File: src/rtl/lpwm_pkg.sv
package lpwm_pkg;
  localparam int REG_AW = 5;
  localparam int DATA_W = 32;

  localparam logic [REG_AW-1:0] OFF_CNT  = 5'h00;
  localparam logic [REG_AW-1:0] OFF_PER  = 5'h04;
  localparam logic [REG_AW-1:0] OFF_DUTY = 5'h08;
  localparam logic [REG_AW-1:0] OFF_CTRL = 5'h0C;
  localparam logic [REG_AW-1:0] OFF_FLAG = 5'h10;
  localparam logic [REG_AW-1:0] OFF_IEN  = 5'h14;

  localparam logic [1:0] MODE_SHOT = 2'd0;
  localparam logic [1:0] MODE_CONT = 2'd1;

  typedef struct packed {
    logic [7:0] shots;
    logic [7:0] scale;
    logic [5:0] rsv_hi;
    logic       scl_sel;
    logic [1:0] rsv_mid;
    logic       lock;
    logic       center;
    logic       ipol;
    logic       dpol;
    logic [1:0] mode;
    logic       en;
  } ctrl_t;
endpackage

File: src/rtl/lpwm_regs.sv
module lpwm_regs
  import lpwm_pkg::*;
#(
  parameter int CNT_W = 32
) (
  input  logic              clk_i,
  input  logic              rst_ni,
  input  logic              wr_i,
  input  logic [REG_AW-1:0] addr_i,
  input  logic [DATA_W-1:0] wdata_i,
  output logic [DATA_W-1:0] rdata_o,
  input  logic [CNT_W-1:0]  cnt_i,
  input  logic              done_i,
  output ctrl_t             ctrl_o,
  output logic [CNT_W-1:0]  per_o,
  output logic [CNT_W-1:0]  duty_o,
  output logic              start_o,
  output logic              start_dpol_o,
  output logic              irq_o
);
  ctrl_t            ctrl_q;
  ctrl_t            ctrl_w;
  logic [CNT_W-1:0] per_q, duty_q;
  logic             flag_q, ien_q;

  always_comb begin
    ctrl_w         = ctrl_t'(wdata_i);
    ctrl_w.rsv_hi  = '0;
    ctrl_w.rsv_mid = '0;
  end

  assign start_o      = wr_i && (addr_i == OFF_CTRL) && wdata_i[0] && !ctrl_q.en;
  assign start_dpol_o = wdata_i[3];

  always_ff @(posedge clk_i or negedge rst_ni) begin
    if (!rst_ni) begin
      ctrl_q <= '0;
      per_q  <= '0;
      duty_q <= '0;
      flag_q <= 1'b0;
      ien_q  <= 1'b0;
    end else begin
      if (wr_i && addr_i == OFF_PER)  per_q  <= wdata_i[CNT_W-1:0];
      if (wr_i && addr_i == OFF_DUTY) duty_q <= wdata_i[CNT_W-1:0];
      if (wr_i && addr_i == OFF_IEN)  ien_q  <= wdata_i[0];
      if (wr_i && addr_i == OFF_CTRL) ctrl_q <= ctrl_w;
      if (done_i) ctrl_q.en <= 1'b0;
      flag_q <= (flag_q && !(wr_i && addr_i == OFF_FLAG && wdata_i[0])) || done_i;
    end
  end

  always_comb begin
    case (addr_i)
      OFF_CNT:  rdata_o = DATA_W'(cnt_i);
      OFF_PER:  rdata_o = DATA_W'(per_q);
      OFF_DUTY: rdata_o = DATA_W'(duty_q);
      OFF_CTRL: rdata_o = ctrl_q;
      OFF_FLAG: rdata_o = DATA_W'(flag_q);
      OFF_IEN:  rdata_o = DATA_W'(ien_q);
      default:  rdata_o = '0;
    endcase
  end

  assign ctrl_o = ctrl_q;
  assign per_o  = per_q;
  assign duty_o = duty_q;
  assign irq_o  = flag_q && ien_q;

  // burst completion drops the enable bit on the next cycle
  p_done_clears_en_r7: assert property (@(posedge clk_i) disable iff (!rst_ni)
    done_i |=> !ctrl_q.en);
  // burst completion leaves the interrupt flag set
  p_done_sets_flag_r8: assert property (@(posedge clk_i) disable iff (!rst_ni)
    done_i |=> flag_q);
endmodule

File: src/rtl/lpwm_tick.sv
module lpwm_tick #(
  parameter int SCALE_W = 8
) (
  input  logic               clk_i,
  input  logic               rst_ni,
  input  logic               start_i,
  input  logic               sel_i,
  input  logic [SCALE_W-1:0] scale_i,
  output logic               tick_o
);
  localparam int DIV_W = SCALE_W + 1;

  logic [DIV_W-1:0] div_q;
  logic [DIV_W-1:0] lim;

  assign lim    = (scale_i == '0) ? {DIV_W{1'b1}} : ({scale_i, 1'b0} - DIV_W'(1));
  assign tick_o = !sel_i || (div_q >= lim);

  always_ff @(posedge clk_i or negedge rst_ni) begin
    if (!rst_ni)             div_q <= '0;
    else if (start_i)        div_q <= '0;
    else if (div_q >= lim)   div_q <= '0;
    else                     div_q <= div_q + DIV_W'(1);
  end
endmodule

File: src/rtl/lpwm_engine.sv
module lpwm_engine
  import lpwm_pkg::*;
#(
  parameter int CNT_W = 32
) (
  input  logic             clk_i,
  input  logic             rst_ni,
  input  logic             start_i,
  input  logic             start_dpol_i,
  input  logic             tick_i,
  input  ctrl_t            ctrl_i,
  input  logic [CNT_W-1:0] per_i,
  input  logic [CNT_W-1:0] duty_i,
  output logic [CNT_W-1:0] cnt_o,
  output logic             done_o,
  output logic             pwm_o
);
  logic [CNT_W-1:0] cnt_q, per_a, duty_a;
  logic             pol_a;
  logic [7:0]       shot_q;
  logic             run, step, last, active;
  logic [CNT_W-1:0] lo;
  logic [CNT_W:0]   hi_end;

  assign run  = ctrl_i.en && (ctrl_i.mode == MODE_SHOT || ctrl_i.mode == MODE_CONT);
  assign step = run && tick_i && !start_i;
  assign last = (per_a == '0) || (({1'b0, cnt_q} + (CNT_W+1)'(1)) >= {1'b0, per_a});
  assign done_o = step && last && (ctrl_i.mode == MODE_SHOT) && (shot_q == ctrl_i.shots);

  always_ff @(posedge clk_i or negedge rst_ni) begin
    if (!rst_ni) begin
      cnt_q  <= '0;
      per_a  <= '0;
      duty_a <= '0;
      pol_a  <= 1'b0;
      shot_q <= '0;
    end else if (start_i) begin
      cnt_q  <= '0;
      shot_q <= '0;
      per_a  <= per_i;
      duty_a <= duty_i;
      pol_a  <= start_dpol_i;
    end else if (step) begin
      if (last) begin
        cnt_q <= '0;
        if (!ctrl_i.lock) begin
          per_a  <= per_i;
          duty_a <= duty_i;
          pol_a  <= ctrl_i.dpol;
        end
        if (ctrl_i.mode == MODE_SHOT && !done_o) shot_q <= shot_q + 8'd1;
      end else begin
        cnt_q <= cnt_q + CNT_W'(1);
      end
    end
  end

  assign lo     = (duty_a >= per_a) ? '0 : ((per_a - duty_a) >> 1);
  assign hi_end = {1'b0, lo} + {1'b0, duty_a};

  always_comb begin
    if (ctrl_i.center) active = (cnt_q >= lo) && ({1'b0, cnt_q} < hi_end);
    else               active = (cnt_q < duty_a);
  end

  assign pwm_o = run ? (active ? pol_a : !pol_a) : ctrl_i.ipol;
  assign cnt_o = cnt_q;

  // the running count never reaches the live period
  p_cnt_in_range_r3: assert property (@(posedge clk_i) disable iff (!rst_ni)
    (run && per_a != '0) |-> (cnt_q < per_a));
  // live settings move only on an enabling write or a boundary step
  p_live_hold_r6: assert property (@(posedge clk_i) disable iff (!rst_ni)
    (!start_i && !(step && last)) |=> ($stable(per_a) && $stable(duty_a) && $stable(pol_a)));
endmodule

File: src/rtl/lpwm_channel.sv
module lpwm_channel
  import lpwm_pkg::*;
#(
  parameter int CNT_W = 32
) (
  input  logic              clk_i,
  input  logic              rst_ni,
  input  logic              reg_wr_i,
  input  logic [REG_AW-1:0] reg_addr_i,
  input  logic [DATA_W-1:0] reg_wdata_i,
  output logic [DATA_W-1:0] reg_rdata_o,
  output logic              pwm_o,
  output logic              irq_o
);
  ctrl_t            ctrl;
  logic [CNT_W-1:0] per_s, duty_s, cnt;
  logic             start, start_dpol, done, tick;

  lpwm_regs #(.CNT_W(CNT_W)) u_regs (
    .clk_i(clk_i), .rst_ni(rst_ni), .wr_i(reg_wr_i), .addr_i(reg_addr_i),
    .wdata_i(reg_wdata_i), .rdata_o(reg_rdata_o), .cnt_i(cnt), .done_i(done),
    .ctrl_o(ctrl), .per_o(per_s), .duty_o(duty_s), .start_o(start),
    .start_dpol_o(start_dpol), .irq_o(irq_o)
  );

  lpwm_tick #(.SCALE_W(8)) u_tick (
    .clk_i(clk_i), .rst_ni(rst_ni), .start_i(start), .sel_i(ctrl.scl_sel),
    .scale_i(ctrl.scale), .tick_o(tick)
  );

  lpwm_engine #(.CNT_W(CNT_W)) u_engine (
    .clk_i(clk_i), .rst_ni(rst_ni), .start_i(start), .start_dpol_i(start_dpol),
    .tick_i(tick), .ctrl_i(ctrl), .per_i(per_s), .duty_i(duty_s),
    .cnt_o(cnt), .done_o(done), .pwm_o(pwm_o)
  );
endmodule

File: config.mk
export PLATFORM = sky130hd
export DESIGN_NAME = lpwm_channel
export DESIGN_NICKNAME = d
export VERILOG_FILES = /design/src/rtl/lpwm_pkg.sv /design/src/rtl/lpwm_regs.sv /design/src/rtl/lpwm_tick.sv /design/src/rtl/lpwm_engine.sv /design/src/rtl/lpwm_channel.sv
export SDC_FILE = /design/constraint.sdc
export NUM_CORES = 1
export LEC_CHECK = 0
export ABC_AREA = 1
export BUFFER_PORTS_ARGS = -buffer_cell sky130_fd_sc_hd__buf_2
export CELL_PAD_IN_SITES_DETAIL_PLACEMENT = 1
export CELL_PAD_IN_SITES_GLOBAL_PLACEMENT = 1
export CORE_ASPECT_RATIO = 1.2
export CORE_MARGIN = 10
export CORE_UTILIZATION = 50
export DETAILED_ROUTE_END_ITERATION = 6
export GPL_TIMING_DRIVEN = 0
export PLACE_DENSITY_LB_ADDON = 0.1
export SYNTH_ARGS = -nofsm -noshare
export SYNTH_HDL_FRONTEND = slang
export SYNTH_HIERARCHICAL = 1
export SYNTH_SLANG_ARGS = --single-unit
export TNS_END_PERCENT = 5
File: constraint.sdc
create_clock -name clk_i -period 19.7 [get_ports clk_i]
set_clock_uncertainty 0.2 [all_clocks]
set_input_delay 2.955 -clock clk_i [delete_from_list [all_inputs] [get_ports clk_i]]
set_output_delay 2.955 -clock clk_i [all_outputs]
set_load 0.01 [all_outputs]
==> results of run 1 <==
==> power groups by stage <==
stage	sequential (mW)	clock (mW)	combinational (mW)
floorplan	0.588	0	2.06
global placement	0.636	0	2.64
detailed placement	0.642	0	2.76
CTS	0.637	0.436	2.79
global route	0.651	0.451	3.19
finish	0.641	0.430	2.80
==> metal layers <==
layer / share of wire [%] / track usage, %
met5: 0.020 / 0
met2: 49 / 52.1
met4: 6.0 / 16.6
met1: 42 / 35.3
met3: 3.2 / 2.41
==> placed cells by master (no fill, tap or decap), types with 11 or more instances in the layout <==
master and n:
sky130_fd_sc_hd__inv_1 340, sky130_fd_sc_hd__ha_1 200, sky130_fd_sc_hd__nor2_1 162, sky130_fd_sc_hd__o21ai_0 121, sky130_fd_sc_hd__buf_2 87, sky130_fd_sc_hd__clkbuf_1 33
sky130_fd_sc_hd__nand3_1 67, sky130_fd_sc_hd__nor3_1 36, sky130_fd_sc_hd__o22ai_1 28, sky130_fd_sc_hd__xnor2_1 27, sky130_fd_sc_hd__nand2_2 15, sky130_fd_sc_hd__dfrtp_1 204
sky130_fd_sc_hd__o211ai_1 16, sky130_fd_sc_hd__o21ai_1 56, sky130_fd_sc_hd__nor4_1 17, sky130_fd_sc_hd__xor2_1 62, sky130_fd_sc_hd__a21oi_1 138, sky130_fd_sc_hd__buf_6 11
sky130_fd_sc_hd__o21ai_2 24, sky130_fd_sc_hd__nand4_1 105, sky130_fd_sc_hd__clkbuf_16 21, sky130_fd_sc_hd__nand2_1 606
==> critical path, delay by kind of cell (launching register included) <==
family                     cells  cell delay (ps)
DFF                            1              510
adders and majority gates      4             1290
and+or+nand+nor               26             2710
xor gates and xnor gates       1              110
buffers and inverters          4              580
AOI/OAI and AO/OA              8             2500
==> flip-flops by register name, summed over array words and instances, names as in the netlist <==
register         cells
u_regs/ien_q         1
u_engine/pol_a       1
u_engine/duty_a     32
u_engine/per_a      32
u_regs/duty_o       32
u_regs/ctrl_o       24
u_tick/div_q         9
u_engine/shot_q      8
u_engine/cnt_o      32
u_regs/per_o        32
u_regs/flag_q        1
==> path summary, 6_finish.rpt <==
check,start,endpoint,slack (ps)
setup / recovery,u_engine/duty_a[0],pwm_o,8330
hold / removal,u_regs/per_o[15],u_regs/per_o[15],310
setup reg to reg,u_engine/cnt_o[0],u_engine/duty_a[28],13860
hold reg to reg,u_regs/per_o[15],u_regs/per_o[15],310
max in group asynchronous,rst_ni,u_engine/per_a[31],16380
min in group asynchronous,rst_ni,u_regs/per_o[3],2140
==> stage by stage <==
| step | cell area [µm²] | std cells | hold slack (ps) |
|---|---|---|---|
| 2_1_floorplan | 17100 | 2381 | 253 |
| 3_3_place_gp | 18100 | 2909 | 294 |
| 3_5_place_dp | 18100 | 2911 | 296 |
| 4_1_cts | 18800 | 2947 | 312 |
| 5_1_grt | 18800 | 2947 | 360 |
| 6_report | 18800 | 2947 | 314 |
==> cell type report <==
class / count / share of cell area, %
multi-input combinational: 1768 / 55.0
clock inverter: 7 / 0.598
buffer: 63 / 1.85
clock buffer: 29 / 3.22
sequential: 204 / 27.1
tap: 456 / 3.03
timing repair buffer: 74 / 2.26
inverter: 346 / 6.91
==> impl_metrics.prom, run 1 <==
# TYPE chip_impl_metric gauge
chip_impl_metric{name="irDropWorstVdd",unit="mV"} 0.0983
chip_impl_metric{name="worstPathRequired",unit="ps"} 16550
chip_impl_info{name="critPathMostFrequentCell",value="sky130_fd_sc_hd__nand2_1"} 1
chip_impl_metric{name="timing.setup.tns",unit="ps"} 0
chip_impl_metric{name="globalplace.congestion",unit=""} 0.919
chip_impl_metric{name="post-route-util",unit="%"} 55.6
chip_impl_metric{name="cts_max_level",unit=""} 1
chip_impl_metric{name="area_growth_syn_to_layout",unit="%"} 10.0
chip_impl_info{name="outcome",value="finished clean"} 1
chip_impl_metric{name="slew_viol_final",unit=""} 0
chip_impl_metric{name="internal_power",unit="mW"} 1.75
chip_impl_metric{name="insertedDiodeCount",unit=""} 0
chip_impl_metric{name="dieHeight",unit="µm"} 223
chip_impl_metric{name="worst_slew_margin_rel",unit="%"} 46.7
chip_impl_metric{name="post-place-ws",unit="ps"} 8840
chip_impl_metric{name="routedWlPerCell",unit="µm"} 21.7
chip_impl_info{name="clk_root_buf",value="sky130_fd_sc_hd__clkbuf_16"} 1
chip_impl_metric{name="largest_net_degree_at_the_start_of_global_routing",unit=""} 82
chip_impl_info{name="start_kind",value="flip-flop"} 1
chip_impl_metric{name="period_share",unit="%"} 57.7
chip_impl_metric{name="worstSkewPairLatency",unit="ps"} 530
chip_impl_info{name="cts_tree",value="done"} 1
chip_impl_metric{name="coreArea",unit="µm²"} 33900
chip_impl_metric{name="globalRouteTotalUtil",unit="%"} 29.8
chip_impl_metric{name="number_of_global_route_vias_before_repair",unit=""} 18400
chip_impl_metric{name="first_iter_violations",unit=""} 1117
chip_impl_metric{name="drt.antenna.violating_nets",unit=""} 0
chip_impl_metric{name="grt_pass1_wl",unit="mm"} 99.6
chip_impl_metric{name="portBuffers",unit=""} 72
chip_impl_metric{name="io_pins",unit=""} 74
chip_impl_metric{name="hold_depth",unit=""} 2
chip_impl_metric{name="syn_nets",unit=""} 2623
chip_impl_metric{name="critical_path_arrival",unit="ps"} 8220
chip_impl_metric{name="max_clock_freq",unit="MHz"} 88.0
chip_impl_metric{name="drtPass1Iterations",unit=""} 5
chip_impl_metric{name="detailed_route_via_count",unit=""} 17100
chip_impl_metric{name="fillerInstances",unit=""} 4491
chip_impl_metric{name="seqPwrFrac",unit="%"} 16.5
chip_impl_metric{name="cp_slowest_stage_delay",unit="ps"} 590
chip_impl_metric{name="final_net_count",unit=""} 2720
chip_impl_metric{name="final_layout_size_suffix_gt1_share",unit="%"} 8.55
chip_impl_metric{name="avgViaCountPerCell",unit=""} 5.79
chip_impl_metric{name="die_area",unit="µm²"} 42100
chip_impl_metric{name="power.density_cell_area",unit="nW/µm²"} 206
chip_impl_metric{name="clk_sink_count",unit=""} 204
chip_impl_metric{name="drc_violations_left",unit=""} 0
chip_impl_info{name="crit_slowest_cell",value="sky130_fd_sc_hd__o21ai_0"} 1
chip_impl_metric{name="register_area",unit="µm²"} 5100
chip_impl_metric{name="share_comb_of_total_power",unit="%"} 72.4
chip_impl_metric{name="wire_length_after_detailed_routing",unit="mm"} 63.8
chip_impl_info{name="worst_hold_path_type",value="flip-flop to flip-flop"} 1
chip_impl_metric{name="numCtsBuffers",unit=""} 21
chip_impl_metric{name="power",unit="mW"} 3.87
chip_impl_metric{name="synthCells",unit=""} 2381
chip_impl_metric{name="antenna_found_initial",unit=""} 1
chip_impl_metric{name="clockBufferDepth",unit=""} 3
chip_impl_metric{name="tightest_slew",unit="ps"} 800
chip_impl_metric{name="total_leakage_power",unit="nW"} 9.94
chip_impl_metric{name="start_util",unit="%"} 50.5
chip_impl_metric{name="grt-ovfl-total",unit=""} 0
chip_impl_info{name="criticalPathCategory",value="flip-flop to primary output"} 1
chip_impl_metric{name="ctsResizeCount",unit=""} 0
chip_impl_metric{name="hpwl",unit="mm"} 52.3
chip_impl_metric{name="count_of_final_setup_violators",unit=""} 0
chip_impl_metric{name="layout_setup_ws",unit="ps"} 8330
chip_impl_metric{name="worst_r2r_path_depth",unit=""} 23
chip_impl_metric{name="post-cts-setup-buffers",unit=""} 0
chip_impl_metric{name="die_x",unit="µm"} 189
chip_impl_metric{name="ys_warn_count",unit=""} 6
chip_impl_info{name="worst_setup_path_end_kind",value="primary output"} 1
chip_impl_metric{name="net-switching-power",unit="mW"} 2.13
chip_impl_metric{name="rows",unit=""} 74
chip_impl_metric{name="cts-hold-fix-buffers",unit=""} 0
chip_impl_metric{name="swShare",unit="%"} 54.9
chip_impl_metric{name="max-cap-violations",unit=""} 0
chip_impl_info{name="rsz0062_at_grt",value="no"} 1
chip_impl_metric{name="period_needed",unit="ps"} 11370
chip_impl_metric{name="clock_power_share",unit="%"} 11.1
chip_impl_metric{name="finalHoldViolations",unit=""} 0
chip_impl_metric{name="critical_path_peak_fanout",unit=""} 10
chip_impl_metric{name="multiInputGateArea",unit="µm²"} 10400
chip_impl_metric{name="clock_pin_slew_on_the_worst_setup_and_hold_paths",unit="ps"} 60
chip_impl_metric{name="syn_area_per_cell",unit="µm²"} 7.19
chip_impl_metric{name="mappedNetlistArea",unit="µm²"} 17100
Note: power is estimated with default switching activity, not from simulation.
==> run 2: changes to the inputs <==
Settings changed: CORE_UTILIZATION 50 to 47.
Clock period 19.7 ns to 11 ns, I/O delays scaled along.
==> run 2 against run 1 <==
Utilization decreased by 3.1 points. Design area barely moved. Hold slack improved by 15 ps. Via count is 1.7% lower. Non-clock buffer count did not move. Combinational power grew 79%. Highest routed layer is now met4.
==> impl_metrics.prom, run 2 (synthesized netlist as in run 1, its figures left out) <==
# TYPE chip_impl_metric gauge
chip_impl_info{name="outcome",value="finished clean"} 1
chip_impl_info{name="final_common_cell",value="sky130_fd_sc_hd__nand2_1"} 1
chip_impl_metric{name="drt.antenna.violating_nets",unit=""} 0
chip_impl_info{name="rsz0062_at_grt",value="no"} 1
chip_impl_metric{name="dieHeight",unit="µm"} 229
chip_impl_info{name="worst_hold_path_type",value="flip-flop to flip-flop"} 1
chip_impl_metric{name="worstPathRequired",unit="ps"} 9150
chip_impl_metric{name="post-cts-setup-buffers",unit=""} 0
chip_impl_info{name="layout_common_cells",value="606 x sky130_fd_sc_hd__nand2_1, 340 x sky130_fd_sc_hd__inv_1, 204 x sky130_fd_sc_hd__dfrtp_1"} 1
chip_impl_info{name="worst_setup_path_end_kind",value="primary output"} 1
chip_impl_metric{name="swShare",unit="%"} 55.1
chip_impl_metric{name="final_layout_size_suffix_gt1_share",unit="%"} 8.67
chip_impl_metric{name="numCtsBuffers",unit=""} 21
chip_impl_metric{name="multiInputGateArea",unit="µm²"} 10400
chip_impl_info{name="crit_slowest_cell",value="sky130_fd_sc_hd__o21ai_0"} 1
chip_impl_metric{name="cp_slowest_stage_delay",unit="ps"} 570
chip_impl_metric{name="register_area",unit="µm²"} 5100
chip_impl_metric{name="stdcell_count",unit=""} 2961
chip_impl_metric{name="fin_hold_ws",unit="ps"} 330
chip_impl_metric{name="worstSkewPairLatency",unit="ps"} 520
chip_impl_metric{name="slew_viol_final",unit=""} 0
chip_impl_metric{name="critical_path_arrival",unit="ps"} 8270
chip_impl_metric{name="total_leakage_power",unit="nW"} 9.94
chip_impl_metric{name="dp.cells",unit=""} 2923
chip_impl_metric{name="avgViaCountPerCell",unit=""} 5.66
chip_impl_info{name="clk_root_buf",value="sky130_fd_sc_hd__clkbuf_16"} 1
chip_impl_metric{name="cts_max_level",unit=""} 1
chip_impl_metric{name="critical_path_peak_fanout",unit=""} 10
chip_impl_metric{name="detailed_route_via_count",unit=""} 16800
chip_impl_metric{name="antenna_found_initial",unit=""} 1
chip_impl_metric{name="start_util",unit="%"} 47.6
chip_impl_metric{name="seqPwrFrac",unit="%"} 16.7
chip_impl_metric{name="number_of_global_route_vias_before_repair",unit=""} 17900
chip_impl_metric{name="net-switching-power",unit="mW"} 3.81
chip_impl_metric{name="timing.setup.tns",unit="ps"} 0
chip_impl_metric{name="period_share",unit="%"} 92.0
chip_impl_metric{name="count_of_final_setup_violators",unit=""} 0
chip_impl_metric{name="clk_sink_count",unit=""} 204
chip_impl_metric{name="final_net_count",unit=""} 2720
chip_impl_metric{name="first_iter_violations",unit=""} 943
chip_impl_metric{name="clock_power_share",unit="%"} 10.9
chip_impl_metric{name="wire_length_after_detailed_routing",unit="mm"} 63.4
chip_impl_metric{name="clockBufferDepth",unit=""} 3
chip_impl_metric{name="routedWlPerCell",unit="µm"} 21.4
chip_impl_metric{name="cts-hold-fix-buffers",unit=""} 0
chip_impl_metric{name="max_clock_freq",unit="MHz"} 98.8
chip_impl_info{name="criticalPathCategory",value="flip-flop to primary output"} 1
chip_impl_metric{name="coreArea",unit="µm²"} 35900
chip_impl_info{name="critPathMostFrequentCell",value="sky130_fd_sc_hd__nand2_1"} 1
chip_impl_metric{name="die_x",unit="µm"} 194
chip_impl_metric{name="internal_power",unit="mW"} 3.11
chip_impl_metric{name="clock_pin_slew_on_the_worst_setup_and_hold_paths",unit="ps"} 70
chip_impl_metric{name="fillerInstances",unit=""} 4713
chip_impl_metric{name="irDropWorstVdd",unit="mV"} 0.148
chip_impl_metric{name="share_comb_of_total_power",unit="%"} 72.4
chip_impl_metric{name="largest_net_degree_at_the_start_of_global_routing",unit=""} 85
chip_impl_info{name="start_kind",value="flip-flop"} 1
chip_impl_metric{name="globalRouteTotalUtil",unit="%"} 27.5
chip_impl_info{name="crit_start",value="u_engine/duty_a[0]"} 1
chip_impl_metric{name="ctsResizeCount",unit=""} 0
chip_impl_metric{name="worst_slew_margin_rel",unit="%"} 48.2
chip_impl_metric{name="portBuffers",unit=""} 72
chip_impl_metric{name="grt-ovfl-total",unit=""} 0
chip_impl_info{name="cts_tree",value="done"} 1
chip_impl_metric{name="globalplace.congestion",unit=""} 0.949
chip_impl_metric{name="hpwl",unit="mm"} 52.4
chip_impl_metric{name="area_growth_syn_to_layout",unit="%"} 10.1
chip_impl_metric{name="period_needed",unit="ps"} 10120
chip_impl_metric{name="rows",unit=""} 76
chip_impl_metric{name="tightest_slew",unit="ps"} 778
chip_impl_metric{name="drtPass1Iterations",unit=""} 5
chip_impl_metric{name="max-cap-violations",unit=""} 0
chip_impl_info{name="min_from",value="u_regs/flag_q"} 1
chip_impl_metric{name="die_area",unit="µm²"} 44500
chip_impl_metric{name="drc_violations_left",unit=""} 0
chip_impl_metric{name="io_pins",unit=""} 74
chip_impl_info{name="regToRegStartpoint",value="u_engine/cnt_o[0]"} 1
chip_impl_metric{name="power.density_cell_area",unit="nW/µm²"} 367
chip_impl_metric{name="grt_pass1_wl",unit="mm"} 97.8
chip_impl_metric{name="finalHoldViolations",unit=""} 0
-- run 2: power groups by stage --
stage | clock, mW | sequential [mW] | combinational (mW)
floorplan | 0 | 1.05 | 3.68
global placement | 0 | 1.15 | 4.74
detailed placement | 0 | 1.15 | 4.94
CTS | 0.767 | 1.15 | 5.01
global route | 0.794 | 1.17 | 5.67
finish | 0.757 | 1.15 | 5.00
-- run 2: cell type report --
type	count	share of cell area (%)
diodes	1	0.0133
plain buffers	63	1.85
clock buffers	28	3.25
clock inverters	9	0.544
inverters	346	6.90
multi-input cells	1768	55.0
flip-flops and latches	204	27.1
well taps	468	3.11
repair buffers	74	2.26
-- run 2: path summary, 6_finish.rpt --
path / endpoint / slack, ps / cells past startpoint
setup / recovery: pwm_o / 880 / 43
hold / removal: u_regs/flag_q / 330 / 2
setup reg to reg: u_engine/duty_a[29] / 5230 / 23
hold reg to reg: u_regs/flag_q / 330 / 2
max in group asynchronous: u_engine/shot_q[2] / 8610 / 3
min in group asynchronous: u_tick/div_q[8] / 840 / 1
-- run 2: per-layer routing --
metal	part of all wire, %	GRT usage [%]	vias up	wire length (µm)
met5	0	0	-	0
met4	5.9	15.1	0	3770
met3	3.0	2.29	124	1910
met2	49	48.7	349	31300
met1	42	32.2	8199	26400
li1	-	-	8097	-
-- run 2: critical path, delay by kind of cell, from the launching register on --
kind	cells	cell delay, ps
flops	1	520
simple gates	26	2750
buf+inv	4	600
fa+ha+maj	4	1280
xor+xnor	1	120
compound gates	8	2480
-- run 2: stage by stage --
step	utilization [%]	total power, mW	instance area, µm²	setup slack, ps
final	52.4	6.91	18800	881
after detailed placement	50.4	6.10	18100	1280
after global placement	50.3	5.88	18100	1470
after CTS	52.4	6.92	18800	722
after global routing	52.4	7.64	18800	144
after floorplan	-	4.74	17100	3930
==> run 3: changes to the inputs <==
Settings changed: BUFFER_PORTS_ARGS -buffer_cell sky130_fd_sc_hd__buf_2 to -buffer_cell sky130_fd_sc_hd__buf_4.
==> run 3 against run 2 <==
First-iteration DRC count down 7.5%. Global-route usage fell by 0.24 points. Sequential share of layout area is essentially flat. Worst setup slack improved by 49 ps. Highest routed layer unchanged. Sequential cell count unchanged. Clock power down 11%.
==> impl_metrics.prom, run 3 (synthesized netlist as in run 1, its figures left out) <==
# TYPE chip_impl_metric gauge
chip_impl_metric{name="final_layout_size_suffix_gt1_share",unit="%"} 8.26
chip_impl_metric{name="routing_usage_on_met2",unit="%"} 48.5
chip_impl_metric{name="rows",unit=""} 76
chip_impl_metric{name="avgViaCountPerCell",unit=""} 5.68
chip_impl_info{name="cts_tree",value="done"} 1
chip_impl_metric{name="coreArea",unit="µm²"} 35900
chip_impl_metric{name="register_area",unit="µm²"} 5100
chip_impl_metric{name="portBuffers",unit=""} 72
chip_impl_metric{name="clockBufferDepth",unit=""} 3
chip_impl_metric{name="drt.antenna.violating_nets",unit=""} 0
chip_impl_info{name="final_common_cell",value="sky130_fd_sc_hd__nand2_1"} 1
chip_impl_metric{name="numCtsBuffers",unit=""} 21
chip_impl_metric{name="period_needed",unit="ps"} 10070
chip_impl_metric{name="clock_pin_slew_on_the_worst_setup_and_hold_paths",unit="ps"} 60
chip_impl_metric{name="globalRouteTotalUtil",unit="%"} 27.2
chip_impl_info{name="outcome",value="finished clean"} 1
chip_impl_metric{name="cp_slowest_stage_delay",unit="ps"} 620
chip_impl_metric{name="power.density_cell_area",unit="nW/µm²"} 360
chip_impl_info{name="gr-max-usage-layer",value="met2"} 1
chip_impl_metric{name="multiInputGateArea",unit="µm²"} 10400
chip_impl_metric{name="critical_path_arrival",unit="ps"} 8220
chip_impl_metric{name="antenna_found_initial",unit=""} 0
chip_impl_metric{name="dieHeight",unit="µm"} 229
chip_impl_metric{name="area_growth_syn_to_layout",unit="%"} 10.3
chip_impl_metric{name="post-route-util",unit="%"} 52.5
chip_impl_metric{name="worst_slew_margin_rel",unit="%"} 37.3
chip_impl_info{name="crit_slowest_cell",value="sky130_fd_sc_hd__o21ai_0"} 1
chip_impl_metric{name="tightest_slew",unit="ps"} 941
chip_impl_metric{name="fillerInstances",unit=""} 4725
chip_impl_info{name="clk_root_buf",value="sky130_fd_sc_hd__clkbuf_16"} 1
chip_impl_metric{name="path_buf_inv",unit=""} 4
chip_impl_metric{name="worstSkewPairLatency",unit="ps"} 510
chip_impl_metric{name="period_share",unit="%"} 91.5
chip_impl_metric{name="post-cts-setup-buffers",unit=""} 0
chip_impl_metric{name="routedWlPerCell",unit="µm"} 21.1
chip_impl_metric{name="ctsResizeCount",unit=""} 0
chip_impl_metric{name="globalplace.congestion",unit=""} 0.954
chip_impl_metric{name="drc_violations_left",unit=""} 0
chip_impl_metric{name="grt-ovfl-total",unit=""} 0
chip_impl_info{name="critPathMostFrequentCell",value="sky130_fd_sc_hd__nand2_1"} 1
chip_impl_metric{name="clk_sink_count",unit=""} 204
chip_impl_metric{name="grt_pass1_wl",unit="mm"} 97.7
chip_impl_metric{name="cts-hold-fix-buffers",unit=""} 0
chip_impl_metric{name="wire_length_after_detailed_routing",unit="mm"} 62.3
chip_impl_metric{name="count_of_final_setup_violators",unit=""} 0
chip_impl_metric{name="worstPathRequired",unit="ps"} 9150
chip_impl_metric{name="io_pins",unit=""} 74
chip_impl_info{name="worst_hold_path_type",value="flip-flop to flip-flop"} 1
chip_impl_info{name="criticalPathCategory",value="flip-flop to primary output"} 1
chip_impl_metric{name="max_clock_freq",unit="MHz"} 99.3
chip_impl_metric{name="max-cap-violations",unit=""} 0
chip_impl_metric{name="irDropWorstVdd",unit="mV"} 0.162
chip_impl_metric{name="total_leakage_power",unit="nW"} 9.90
chip_impl_info{name="start_kind",value="flip-flop"} 1
chip_impl_metric{name="largest_net_degree_at_the_start_of_global_routing",unit=""} 117
chip_impl_metric{name="first_iter_violations",unit=""} 872
chip_impl_metric{name="timing.setup.tns",unit="ps"} 0
chip_impl_metric{name="drtPass1Iterations",unit=""} 5
chip_impl_metric{name="gr-usage-met3",unit="%"} 1.83
chip_impl_info{name="worst_setup_path_end_kind",value="primary output"} 1
chip_impl_metric{name="final_net_count",unit=""} 2719
chip_impl_metric{name="critical_path_peak_fanout",unit=""} 10
chip_impl_metric{name="number_of_global_route_vias_before_repair",unit=""} 18100
chip_impl_metric{name="finalHoldViolations",unit=""} 0
chip_impl_metric{name="hpwl",unit="mm"} 52.1
chip_impl_metric{name="gr_met1_demand_resource",unit="%"} 32.5
chip_impl_metric{name="slew_viol_final",unit=""} 0
chip_impl_metric{name="die_x",unit="µm"} 194
chip_impl_metric{name="start_util",unit="%"} 47.6
chip_impl_metric{name="insertedDiodeCount",unit=""} 0
chip_impl_metric{name="cts_max_level",unit=""} 1
chip_impl_metric{name="detailed_route_via_count",unit=""} 16800
chip_impl_info{name="rsz0062_at_grt",value="no"} 1
chip_impl_info{name="cpLargestDelayFamily",value="simple AND/OR/NAND/NOR gates"} 1
chip_impl_metric{name="die_area",unit="µm²"} 44500
chip_impl_info{name="layout_common_cells",value="606 x sky130_fd_sc_hd__nand2_1, 340 x sky130_fd_sc_hd__inv_1, 204 x sky130_fd_sc_hd__dfrtp_1"} 1
run 3: metal layers:
metal	up-vias	wire length, µm
met2	343	30700
met5	-	0
met1	8215	26500
li1	8086	-
met4	0	3300
met3	109	1840
run 3: where the power goes:
part / internal (mW) / switching (mW)
Clock: 0.375 / 0.296
Sequential: 0.929 / 0.219
Combinational: 1.75 / 3.23
run 3: area by class of cell:
type | instances | share of cell area (%)
Multi-Input combinational cell | 1768 | 54.9
Sequential cell | 204 | 27.0
Inverter | 346 | 6.89
Tap cell | 468 | 3.10
Timing Repair Buffer | 73 | 3.05
Clock buffer | 25 | 2.92
Buffer | 63 | 1.85
Clock inverter | 4 | 0.258
run 3: path summary, 6_finish.rpt:
| path | from | end | slack, ps | cells past startpoint |
|---|---|---|---|---|
| worst max-delay path | u_engine/duty_a[0] | pwm_o | 930 | 43 |
| worst min-delay path | u_engine/pol_a | u_engine/pol_a | 320 | 2 |
| worst max register to register | u_engine/cnt_o[0] | u_engine/duty_a[28] | 5360 | 23 |
| worst min register to register | u_engine/pol_a | u_engine/pol_a | 320 | 2 |
| max in group asynchronous | rst_ni | u_engine/duty_a[28] | 8600 | 2 |
| min in group asynchronous | rst_ni | u_tick/div_q[2] | 1020 | 1 |
run 3: worst register-to-register path: stages, from the launching register on:
cell	delay [ps]
sky130_fd_sc_hd__dfrtp_1	590
sky130_fd_sc_hd__ha_1	260
sky130_fd_sc_hd__nand2_1	110
sky130_fd_sc_hd__nor3_2	260
sky130_fd_sc_hd__nand3_2	180
sky130_fd_sc_hd__nor2_1	210
sky130_fd_sc_hd__nand3_1	130
sky130_fd_sc_hd__nor2_1	210
sky130_fd_sc_hd__nand2_1	180
sky130_fd_sc_hd__nor2_1	280
sky130_fd_sc_hd__nand4_1	160
sky130_fd_sc_hd__xor2_1	220
sky130_fd_sc_hd__inv_1	70
sky130_fd_sc_hd__ha_1	290
sky130_fd_sc_hd__nand2_1	150
sky130_fd_sc_hd__nor4_1	280
sky130_fd_sc_hd__nand4_1	200
sky130_fd_sc_hd__nand3_1	160
sky130_fd_sc_hd__nor2_2	100
sky130_fd_sc_hd__nand3_4	240
sky130_fd_sc_hd__nand2_4	130
sky130_fd_sc_hd__inv_4	150
sky130_fd_sc_hd__clkbuf_1	560
sky130_fd_sc_hd__o21ai_0	200
run 3: metrics by stage:
stage | cells | hold slack [ps] | power (mW) | instance area, µm² | setup slack (ps)
finish | 2951 | 315 | 6.80 | 18900 | 931
global route | 2951 | 343 | 7.56 | 18900 | 282
CTS | 2951 | 322 | 6.82 | 18900 | 722
detailed placement | 2922 | 299 | 6.09 | 18300 | 1290
global placement | 2921 | 289 | 5.89 | 18200 | 1470
floorplan | 2381 | 253 | 4.74 | 17100 | 3930
